--- src/rtl/adder_logic_unit.sv ---
module adder_logic_unit #(
  parameter int N = 16
) (
  input  logic         clk,
  input  logic         rst,
  input  logic         in_vld,
  input  logic [1:0]   func,
  input  logic [N-1:0] opa,
  input  logic [N-1:0] opb,
  output logic [N-1:0] res,
  output logic         res_vld
);
  localparam int W = 2 * N;

  logic [W-1:0] spread_a, spread_b;
  logic [W-1:0] add_x, add_y, sum;
  logic [N-1:0] lane_lo, lane_hi, nxt;

  for (genvar i = 0; i < N; i++) begin : g_lane
    assign spread_a[2*i]   = opa[i];
    assign spread_a[2*i+1] = 1'b0;
    assign spread_b[2*i]   = opb[i];
    assign spread_b[2*i+1] = 1'b0;
    assign lane_lo[i]      = sum[2*i];
    assign lane_hi[i]      = sum[2*i+1];
  end

  always_comb begin
    case (func)
      2'b10:   begin add_x = {{N{1'b0}}, opa}; add_y = W'(1);            end
      2'b11:   begin add_x = {{N{1'b0}}, opa}; add_y = {{N{1'b0}}, opb}; end
      default: begin add_x = spread_a;         add_y = spread_b;         end
    endcase
  end

  assign sum = add_x + add_y;

  always_comb begin
    case (func)
      2'b00:   nxt = lane_lo;
      2'b01:   nxt = lane_hi;
      2'b10:   nxt = N'(sum[N]);
      default: nxt = sum[N-1:0];
    endcase
  end

  always_ff @(posedge clk) begin
    if (rst) begin
      res     <= '0;
      res_vld <= 1'b0;
    end else begin
      res_vld <= in_vld;
      if (in_vld) res <= nxt;
    end
  end
endmodule


--- config.mk ---
export PLATFORM = sky130hd
export DESIGN_NAME = adder_logic_unit
export DESIGN_NICKNAME = d
export VERILOG_FILES = /design/src/rtl/adder_logic_unit.sv
export SDC_FILE = /design/constraint.sdc
export NUM_CORES = 1
export LEC_CHECK = 0
export ABC_CLOCK_PERIOD_IN_PS = 7700
export BUFFER_PORTS_ARGS = -buffer_cell sky130_fd_sc_hd__buf_2
export CAP_MARGIN = 20
export CORE_UTILIZATION = 58
export DETAILED_ROUTE_END_ITERATION = 6
export PLACE_DENSITY = 0.9
export SETUP_SLACK_MARGIN = 0.3
export SLEW_MARGIN = 20
export SYNTH_ARGS = -nofsm -noshare
export SYNTH_HDL_FRONTEND = slang
export SYNTH_SLANG_ARGS = --single-unit
--- constraint.sdc ---
create_clock -name clk -period 7.7 [get_ports clk]
set_clock_uncertainty 0.2 [all_clocks]
set_input_delay 0.385 -clock clk [delete_from_list [all_inputs] [get_ports clk]]
set_output_delay 0.385 -clock clk [all_outputs]
set_load 0.01 [all_outputs]
; ---- Word-level counts from Yosys, hierarchy flattened
; Index checks and enable logic that the tools add are counted.
[op_classes]
reduce_logical = 2
n_mul = 0
n_shift = 0
n_addsub = 1
n_div = 0
eq_ne = 3
n_mux = 3
n_bitwise = 0
n_lt_le_gt_ge = 0
[ops]
columns = cell, n
row1 = 31-bit one-hot mux with 2 select lines, 1
row2 = 16-bit one-hot mux with 3 select lines, 1
row3 = 32-bit adder, 1
row4 = 31-bit two-way mux, 1
row5 = "2-bit == test, second input constant", 2
row6 = "2-bit by 1-bit == test with 1-bit output, second input constant", 1
row7 = 2-bit zero test, 1
row8 = 2-bit OR reduction, 1
[word_totals]
inputBits = 37
regBits = 17
word_cells = 11
ramBits = 0
romBits = 0
latch_bits = 0
n_memories = 0

; ---- Logic depth before layout (Yosys ltp)
; Gate-level depths: netlist (run 1).
[logic_depth]
word_depth = 5
depth_mapped = 14

; ---- Worst setup path after synthesis (run 1)
; No wires, ideal clock.
[synth_path]
kind = input to register
start = in func[1]
end = reg res[6]
setup_slack_ps = 4775
n_path_buf = 2
required_time_ps = 7380
stages = 10
arrival_ps = 2605
path_cell_list = clkbuf_8 -> clkbuf_1 -> mux2_2 -> ha_1 -> a211oi_2 -> o211ai_2 -> and2_4 -> a211o_1 -> a31oi_1 -> o2bb2ai_1
[synth_via]
elab_chain_cells = 5
word_cells_on_any_way = 9
cone_classes = add/sub (1) / eq/ne (3) / mux (3) / reduce/logical (2)
[synth_rtl]
columns = element, line_no
row1 = start: declaration, 7  ; input logic [1:0] func,
row2 = "2-bit == test, on equally long branches", "29, 39"
row3 = 2-bit OR reduction (no line), --
row4 = 31-bit two-way mux, 29  ; case (func)
row5 = 32-bit adder, 36  ; assign sum = add_x + add_y;
row6 = 16-bit one-hot mux with 3 select lines *, 39  ; case (func)
row7 = end signal: assignment, 53  ; if (in_vld) res <= nxt;
row8 = end: declaration, 10  ; output logic [N-1:0] res,
; Mark *: on every way between the ends. The rest lies on a longest branch, timed or not.
; A chain may end at the register's enable or synchronous reset.

; ---- Final worst setup path (run 1)
[layout_path]
start = in func[1]
end = reg res[7]
; Same word-level chain as after synthesis.

==> out/results.txt, run 1 <==
CTS tree - done
final WL - 5890 um
CTS hold repair buffers - 0
Critical Path AT - 3430 ps
worst hold margin - 273 ps
chip width - 65.4 um
Final nets - 408
Critical Path Start Type - input port
min-delay worst type - reg -> reg
worst skew pair latency - 240 ps
FP Rows - 22
max cap viols - 0
Reg2Reg Launch Point - res[8]$_SDFFE_PP0P_
Critical Path Source - func[1]
Die Footprint - 4280 sq um
die height - 65.4 um
# IOs - 54
Top cell by count, worst path - nand2_1
Placeable Area - 3740 sq um
RSZ-0062 raised after global routing - no
n_diodes - 0
setup bufs post-CTS - 0
Vias/cell - 6.11
fin. max-slew vios - 0
Synthesized Nets - 368
cts bufs inserted - 3
clock buffer depth - 2
share of layout cells above drive strength 1 - 22.3%
Critical Path RT - 7660 ps
critical path's slowest cell - buf_2
Fin Setup TNS - 0 ps
Final period util - 45.1%
hpwl dp - 4680 um
worst slew pin tran - 794 ps
status - finished clean
Post-CTS Resized - 0
initial core utilization - 62.3%
CTS sink count - 17
cells after synthesis - 306
H-tree depth - 1
instance count on the critical path - 10
commonest register cell after synthesis - dfxtp_1
PortBufs - 53
clock-pin slew on the worst setup and hold paths - 60 ps
CP bufs+invs - 1
Slew Limit Headroom - 47.1%
synth warn - 0
Crit Path Class - in -> reg
PwrDens - 121 nW/um^2
initial antenna violation count - 0
first-pass GRT wire length - 9360 um
Yosys cell types - 58
r2r worst-path depth - 4
Max Fclk - 288 MHz
FF/Latch Area - 340 sq um
hold depth - 2
synthesis-stage register bit count - 17
root buffer cell - clkbuf_8
vias in the first global route - 2075
Crit. End Element - flop
multi-input combinational cell area - 1830 sq um
first drt pass iteration count - 5
worst path cell trace - buf_2, nand2_1, nor2_1, ha_1, a211oi_2, o21bai_1, o32ai_1, xnor2_1, nand2_1, a41oi_1
DR vias - 2403
synthesized area - 2330 sq um
sequential area share after synthesis - 14.6%
gr ovfl total - 0
post-synthesis async set-or-reset flop share - 0%
Tot GR Track Use - 27.6%
worst min-delay path startpoint - res[9]$_SDFFE_PP0P_
Post-synth EDFFs - 0
Hold Fails Final Rpt - 0
CP max FO - 56
crit path time final - 3470 ps
drt wl/cell - 15.0 um
fill count - 341
final setup fails - 0
Detail Route Antenna Nets - 0
crit-path max cell delay - 610 ps
CP top delay family - compound AO/OA/AOI/OAI gates
initial drt markers - 163
Leakage - 1.20 nW
DRC Markers - 0
Avg Inst Size Synth - 7.62 sq um
largest net degree at the start of global routing - 57
VDD IR-drop max - 0.0000417 V
routability cong. - 0.970
area grow syn2layout - 10.8%
## synthesized netlist by cell type, types with 4 or more instances
library cell,number,area [sq um]
o21ai_1,6,30.0
ha_1,24,300
inv_1,12,45.0
nand3_1,5,25.0
a31oi_1,5,31.3
nor3_1,6,30.0
nand2_1,22,82.6
o21a_1,7,52.6
and2_1,10,62.6
nand4_1,4,25.0
dfxtp_1,17,340
clkbuf_1,9,33.8
nor2b_1,18,113
mux2_2,7,78.8
buf_2,4,20.0
o21ai_0,17,85.1
mux2i_1,9,90.1
a21o_1,5,37.5
nand2b_1,5,31.3
xnor2_1,9,78.8
nor2_1,26,97.6
a21oi_1,19,95.1
and3_1,5,31.3
## tightest hold or removal path: stages, from the launching register on
cell	delay [ps]
dfxtp_1	310
nor2_1	80
nor3_1	40
## final timing paths
kind | endpoint | slack (ps)
setup / recovery | res[7]$_SDFFE_PP0P_ | 4230
hold / removal | res[9]$_SDFFE_PP0P_ | 270
setup reg to reg | res[8]$_SDFFE_PP0P_ | 6400
hold reg to reg | res[9]$_SDFFE_PP0P_ | 270
## report_power, final
part	total (mW)	switching (mW)	internal [mW]
Combinational	0.152	0.0891	0.0628
Clock	0.0624	0.0259	0.0366
Sequential	0.0985	0.00335	0.0952
## layer usage
layer  up-vias  track usage [%]  part of all wire, %
li1       1186                -                    -
met1      1101             37.4                   45
met2       112             47.4                   47
met3         4             1.22                  7.0
met4         0             6.79                 0.66
met5         -                0                    0
## sequential cells by signal, indices dropped and copies added (netlist names)
signal	cells
res	16
res_vld	1
## cells in the final DEF (no fill, tap or decap), drive strengths merged, types with 4 or more instances in the layout
master  count
and2       12
nand2      22
nand4       5
a21oi      21
a31oi       5
nand3       5
clkbuf      4
inv        12
mux2        7
o211ai      6
and3        6
a21o        5
buf        53
xnor2       9
mux2i       9
ha         24
nor2b      18
dfxtp      17
o21a        7
nor3        6
nand2b      5
o21ai      24
nor2       26
## area by class of cell
cell class	count	share of cell area, %
inverters	12	1.74
well taps	48	2.32
clock buffers	4	1.74
multi-input cells	259	70.8
repair buffers	53	10.3
flip-flops and latches	17	13.2
## cells by family after synthesis
group,share of synthesized area (%)
compound gates,28.4
fa+ha+maj,13.7
mux,7.25
xor+xnor,3.76
flops,14.6
buf+inv,6.98
simple gates,25.3
## stage by stage
stage                     cell area (sq um)  setup slack (ps)  power (mW)  util (%)  std cells
after floorplan                        2330              4780       0.212         -        306
after global placement                 2540              4200       0.245      67.8        389
after detailed placement               2540              4040       0.249      67.8        389
after CTS                              2580              4290       0.312      69.0        393
after global routing                   2580              3950       0.332      69.0        393
final                                  2580              4230       0.313      69.0        393
No activity file was read; power rests on OpenSTA's default activity.
==> run 2: changes to the inputs <==
--- a/config.mk
+++ b/config.mk
@@ -5,12 +5,12 @@
 export SDC_FILE = /design/constraint.sdc
 export NUM_CORES = 1
 export LEC_CHECK = 0
-export ABC_CLOCK_PERIOD_IN_PS = 7700
+export ABC_CLOCK_PERIOD_IN_PS = 3000
 export BUFFER_PORTS_ARGS = -buffer_cell sky130_fd_sc_hd__buf_2
 export CAP_MARGIN = 20
-export CORE_UTILIZATION = 58
+export CORE_UTILIZATION = 50
 export DETAILED_ROUTE_END_ITERATION = 6
-export PLACE_DENSITY = 0.9
+export PLACE_DENSITY = 0.83
 export SETUP_SLACK_MARGIN = 0.3
 export SLEW_MARGIN = 20
 export SYNTH_ARGS = -nofsm -noshare
==> constraint.sdc (replaced) <==
create_clock -name clk -period 3 [get_ports clk]
set_clock_uncertainty 0.2 [all_clocks]
set_input_delay 0.15 -clock clk [delete_from_list [all_inputs] [get_ports clk]]
set_output_delay 0.15 -clock clk [all_outputs]
set_load 0.01 [all_outputs]
==> run 2 against run 1 <==
Effect of this change:
- clock power rose to 2.6 times the previous value
- first-iteration DRC count fell by 5.5%
- count of clock-buffer cells in the layout did not move
- core utilization fell by 8.4 points
- sequential power rose to 2.6 times the previous value
- die area rose by 15%
- flip-flop and latch count did not move
- final cell count rose by 2.8%
- highest routed layer unchanged
- power rose to 2.6 times the previous value
- non-clock buffer count rose by 7
- design area rose by 3.5%
==> out/results.txt, run 2 (synthesis gave the netlist of run 1 again) <==
status - finished clean
Critical Path Start Type - input port
crit path time final - 2560 ps
Final Instance Count excl. Fillers - 404 (+2.8%)
r2r worst-path depth - 4 (unchanged)
Die Footprint - 4940 sq um (+15%)
Reg2Reg Launch Point - res[8]$_SDFFE_PP0P_
worst hold margin - 48.8 ps (-224 ps)
Pwr Total - 816 uW (+160%)
Most flops, register - res
commonest non-fill, non-tap cell in the layout - buf_2
routability cong. - 0.944 (-2.7%)
Largest regs - res: 16 flops, res_vld: 1 flops
CTS hold repair buffers - 0 (unchanged)
PwrDens - 305 nW/um^2 (+150%)
Max Fclk - 390 MHz
Cells after DPL - 400 (+2.8%)
Crit. End Element - flop
drt wl/cell - 14.8 um (-1.2%)
final worst slack - 436 ps (-3790 ps)
Critical Path AT - 2490 ps (-940 ps)
RSZ-0062 raised after global routing - no
first drt pass iteration count - 4 (-1)
# IOs - 54 (unchanged)
initial antenna violation count - 0 (unchanged)
Slew Limit Headroom - 64.2% (+17 points)
n_diodes - 0 (unchanged)
VDD IR-drop max - 0.000138 V (+230%)
number of flip-flops in the largest register - 16 (unchanged)
Placeable Area - 4410 sq um (+18%)
CP max FO - 13 (-77%)
DR vias - 2405 (+0.083%)
Place WS - 95.1 ps (-3940 ps)
hold depth - 2 (unchanged)
cts bufs inserted - 3 (unchanged)
worst min-delay path startpoint - rst
most frequent cells in the layout - buf_2 (51), nor2_1 (25), ha_1 (24)
Core Util, Final - 60.6% (-8.4 points)
min-delay worst type - in -> reg
area of placed instances - 2600 sq um (+2.3%)
Final nets - 415 (+1.7%)
Final Instance Area - 2670 sq um (+3.5%)
gr ovfl total - 0 (unchanged)
H-tree depth - 1 (unchanged)
Detail Route Antenna Nets - 0 (unchanged)
final setup fails - 0 (unchanged)
share of layout cells above drive strength 1 - 25.6% (+3.2 points)
max cap viols - 0 (unchanged)
Final period util - 85.5%
vias in the first global route - 2187 (+5.4%)
CTS sink count - 17 (unchanged)
Critical Path RT - 2930 ps (-4730 ps)
largest net degree at the start of global routing - 35 (-39%)
hold endpoint - res_vld$_SDFF_PP0_
final WL - 5980 um (+1.6%)
Worst R2R End - res[8]$_SDFFE_PP0P_
CTS tree - done
initial core utilization - 52.8% (-9.5 points)
PortBufs - 53 (unchanged)
die height - 70.3 um (+7.5%)
Leakage - 1.24 nW (+3.4%)
setup bufs post-CTS - 0 (unchanged)
fin. max-slew vios - 0 (unchanged)
clock buffer depth - 2 (unchanged)
area grow syn2layout - 14.7%
chip width - 70.3 um (+7.5%)
root buffer cell - clkbuf_8
Tot GR Track Use - 24.2% (-3.4 points)
r2r setup slk - 1700 ps (-4700 ps)
Hold Fails Final Rpt - 0 (unchanged)
clock-pin slew on the worst setup and hold paths - 60 ps (about the same)
Crit Path Class - in -> reg
hpwl dp - 4880 um (+4.2%)
Vias/cell - 5.95 (-2.6%)
worst skew pair latency - 240 ps (about the same)
FP Rows - 24 (+9.1%)
worst slew pin tran - 536 ps (-258 ps)
Fin Setup TNS - 0 ps (unchanged)
DRC Markers - 0 (unchanged)
Post-CTS Resized - 0 (unchanged)
first-pass GRT wire length - 9940 um (+6.2%)
initial drt markers - 154 (-5.5%)
## run 2: cell types whose count changed in the layout (fill, tap and decap cells not counted), sizes merged
cell and change:
buf +5, clkbuf +2
## run 2: worst max-delay path: stages
cell	delay, ps
clkbuf_4	230
nand2b_4	170
nand2b_1	60
ha_1	230
fa_2	400
a211oi_2	300
o211ai_2	150
and2_4	170
a211o_1	320
a31oi_2	220
nor3_1	70
## run 2: per-layer routing
layer / global-route usage, % / up-vias / routed length, um
met5: 0 / - / 0
met3: 0.866 / 6 / 281
li1: - / 1205 / -
met2: 40.1 / 75 / 2810
met4: 6.44 / 0 / 59
met1: 34.0 / 1119 / 2830
## run 2: cell type report
class / instances / area [sq um]
Clock buffer: 4 / 45.0
Fill cell: 419 / 1740
Inverter: 12 / 45.0
Multi-Input combinational cell: 259 / 1860
Sequential cell: 17 / 340
Tap cell: 52 / 65.1
Timing Repair Buffer: 60 / 323
## run 2: how the worst max path moves through the flow
stage	startpoint	to	slack [ps]
2_1_floorplan	func[1]	res[6]$_SDFFE_PP0P_	310
3_3_place_gp	func[0]	res[12]$_SDFFE_PP0P_	150
3_5_place_dp	func[0]	res[12]$_SDFFE_PP0P_	100
4_1_cts	func[0]	res[12]$_SDFFE_PP0P_	340
5_1_grt	func[1]	res[7]$_SDFFE_PP0P_	310
6_report	func[0]	res[12]$_SDFFE_PP0P_	440
## run 2: power by group
group / total, mW / switching (mW) / internal [mW] / leakage [nW]
logic: 0.402 / 0.230 / 0.172 / 1.08
clock network: 0.162 / 0.0679 / 0.0939 / 0.0228
registers: 0.252 / 0.00820 / 0.244 / 0.141
total: 0.816 / 0.306 / 0.510 / 1.24
==> run 3: changes to the inputs <==
--- a/config.mk
+++ b/config.mk
@@ -8,7 +8,9 @@
 export ABC_CLOCK_PERIOD_IN_PS = 3000
 export BUFFER_PORTS_ARGS = -buffer_cell sky130_fd_sc_hd__buf_2
 export CAP_MARGIN = 20
+export CORE_ASPECT_RATIO = 0.5
 export CORE_UTILIZATION = 50
+export CTS_CLUSTER_SIZE = 25
 export DETAILED_ROUTE_END_ITERATION = 6
 export PLACE_DENSITY = 0.83
 export SETUP_SLACK_MARGIN = 0.3
==> run 3 against run 2 <==
Effect of this change:
- final cell count rose by 1.2%
- clock power rose by 7%
- core utilization fell by 0.45 points
- setup slack got worse by 76 ps
- critical path type unchanged
- flip-flop and latch count did not move
- hold slack got worse by 6.9 ps
- register-to-register slack got worse by 70 ps
- non-clock buffer count did not move
- power rose by 3.9%
- sequential power barely moved
- highest routed layer unchanged
- design area barely moved
==> out/results.txt, run 3 (synthesis gave the netlist of run 1 again) <==
status - finished clean
Slew Limit Headroom - 64.8% (+0.60 points)
worst path cell trace - buf_4, nand2_1, nor2_1, ha_1, a211oi_2, o21bai_1, o32ai_1, xnor2_1, nand2_1, a311oi_1
Place WS - -11.2 ps (-106 ps)
chip width - 98.6 um (+40%)
die height - 50.3 um (-28%)
crit path time final - 2640 ps (+75.8 ps)
root buffer cell - clkbuf_8
initial drt markers - 160 (+3.9%)
Hold Fails Final Rpt - 0 (unchanged)
worst slew pin tran - 523 ps (-13.4 ps)
multi-input combinational cell area - 1840 sq um (-1.0%)
first drt pass iteration count - 4 (unchanged)
CTS sink count - 17 (unchanged)
drt wl/cell - 16.5 um (+11%)
routability cong. - 0.928 (-1.7%)
Critical Path Start Type - input port
clock buffer depth - 2 (unchanged)
DR vias - 2483 (+3.2%)
first-pass GRT wire length - 10700 um (+7.6%)
min-delay worst type - in -> reg
Placeable Area - 4450 sq um (+0.71%)
Die Footprint - 4960 sq um (+0.33%)
Fin Setup TNS - 0 ps (unchanged)
# IOs - 54 (unchanged)
CP max FO - 22 (+9)
CTS tree - done
max cap viols - 0 (unchanged)
PwrDens - 317 nW/um^2 (+4.0%)
worst skew pair latency - 260 ps (+20 ps)
Tot GR Track Use - 27.7% (+3.5 points)
Final nets - 415 (unchanged)
share of layout cells above drive strength 1 - 24.7% (-0.85 points)
CTS hold repair buffers - 0 (unchanged)
Final period util - 88.0% (+2.5 points)
most frequent cells in the layout - buf_2 (52), nor2_1 (26), ha_1 (24)
fin. max-slew vios - 0 (unchanged)
Leakage - 1.24 nW (about the same)
final worst slack - 361 ps (-75.8 ps)
H-tree depth - 1 (unchanged)
PortBufs - 53 (unchanged)
Vias/cell - 6.07 (+2.0%)
final WL - 6750 um (+13%)
FP Rows - 17 (-29%)
initial antenna violation count - 0 (unchanged)
cts bufs inserted - 3 (unchanged)
Max Fclk - 379 MHz (-2.9%)
Critical Path AT - 2600 ps (+110 ps)
commonest non-fill, non-tap cell in the layout - buf_2
Crit. End Element - flop
crit-path max cell delay - 340 ps (-60 ps)
FF/Latch Area - 340 sq um (unchanged)
Detail Route Antenna Nets - 0 (unchanged)
final setup fails - 0 (unchanged)
n_diodes - 0 (unchanged)
hpwl dp - 5560 um (+14%)
critical path's slowest cell - o32ai_1
Largest regs - res: 16 flops, res_vld: 1 flops
Top cell by count, worst path - nand2_1
VDD IR-drop max - 0.000142 V (+2.5%)
DRC Markers - 0 (unchanged)
Pwr Total - 848 uW (+3.9%)
gr ovfl total - 0 (unchanged)
Core Util, Final - 60.1% (-0.45 points)
number of flip-flops in the largest register - 16 (unchanged)
fill count - 422 (+0.72%)
largest net degree at the start of global routing - 35 (unchanged)
initial core utilization - 52.4% (-0.37 points)
Crit Path Class - in -> reg
area grow syn2layout - 14.7% (about the same)
Critical Path RT - 2960 ps (+30 ps)
clock-pin slew on the worst setup and hold paths - 70 ps (about the same)
RSZ-0062 raised after global routing - yes
Most flops, register - res
vias in the first global route - 2232 (+2.1%)
[run 3: cell count changes in the layout (fill, tap and decap cells not counted), sizes merged]
cell    delta
buf        +2
clkinv     +1
clkbuf     -3
[run 3: worst max-delay path, delay by kind of cell]
| kind | cells | cell delay, ps |
|---|---|---|
| buffers and inverters | 1 | 230 |
| adders and majority gates | 1 | 320 |
| AOI/OAI and AO/OA | 4 | 1100 |
| and+or+nand+nor | 3 | 540 |
| xor gates and xnor gates | 1 | 270 |
[run 3: per-stage QoR]
stage,cell area (sq um),hold slack (ps),std cells
after floorplan,2330,21.6,306
after global placement,2620,262,405
after detailed placement,2620,264,405
after CTS,2660,46.5,409
after global routing,2670,71.7,409
final,2670,41.9,409
[run 3: area by class of cell]
class                           instances  area share (%)
Clock inverter                          1           0.187
Tap cell                               57            2.67
Clock buffer                            3            1.54
Inverter                               12            1.69
Multi-Input combinational cell        259            68.7
Timing Repair Buffer                   60            12.5
Sequential cell                        17            12.7
[run 3: where the power goes]
| group | total (mW) | switching (mW) | internal [mW] |
|---|---|---|---|
| Sequential | 0.253 | 0.00917 | 0.244 |
| Clock | 0.174 | 0.0815 | 0.0923 |
| Combinational | 0.421 | 0.249 | 0.172 |
[run 3: repair_timing]
action,CTS,global route
gates resized for setup,1,2
gates cloned,0,0
setup buffers,0,0
endpoints found under the setup margin,1,2
[run 3: routing by layer]
metal | vias to the layer above | track usage (%) | wire (um)
li1 | 1205 | - | -
met3 | 9 | 4.04 | 587
met5 | - | 0 | 0
met2 | 114 | 40.6 | 2680
met1 | 1155 | 41.7 | 3420
met4 | 0 | 7.46 | 61
[run 3: final timing paths]
path                                           from                  end  slack, ps  depth (start not counted)
worst max-delay path                        func[1]  res[3]$_SDFFE_PP0P_        360                         10
worst min-delay path                            rst   res_vld$_SDFF_PP0_         40                          2
worst max register to register  res[8]$_SDFFE_PP0P_  res[8]$_SDFFE_PP0P_       1630                          4
worst min register to register  res[9]$_SDFFE_PP0P_  res[9]$_SDFFE_PP0P_        270                          2
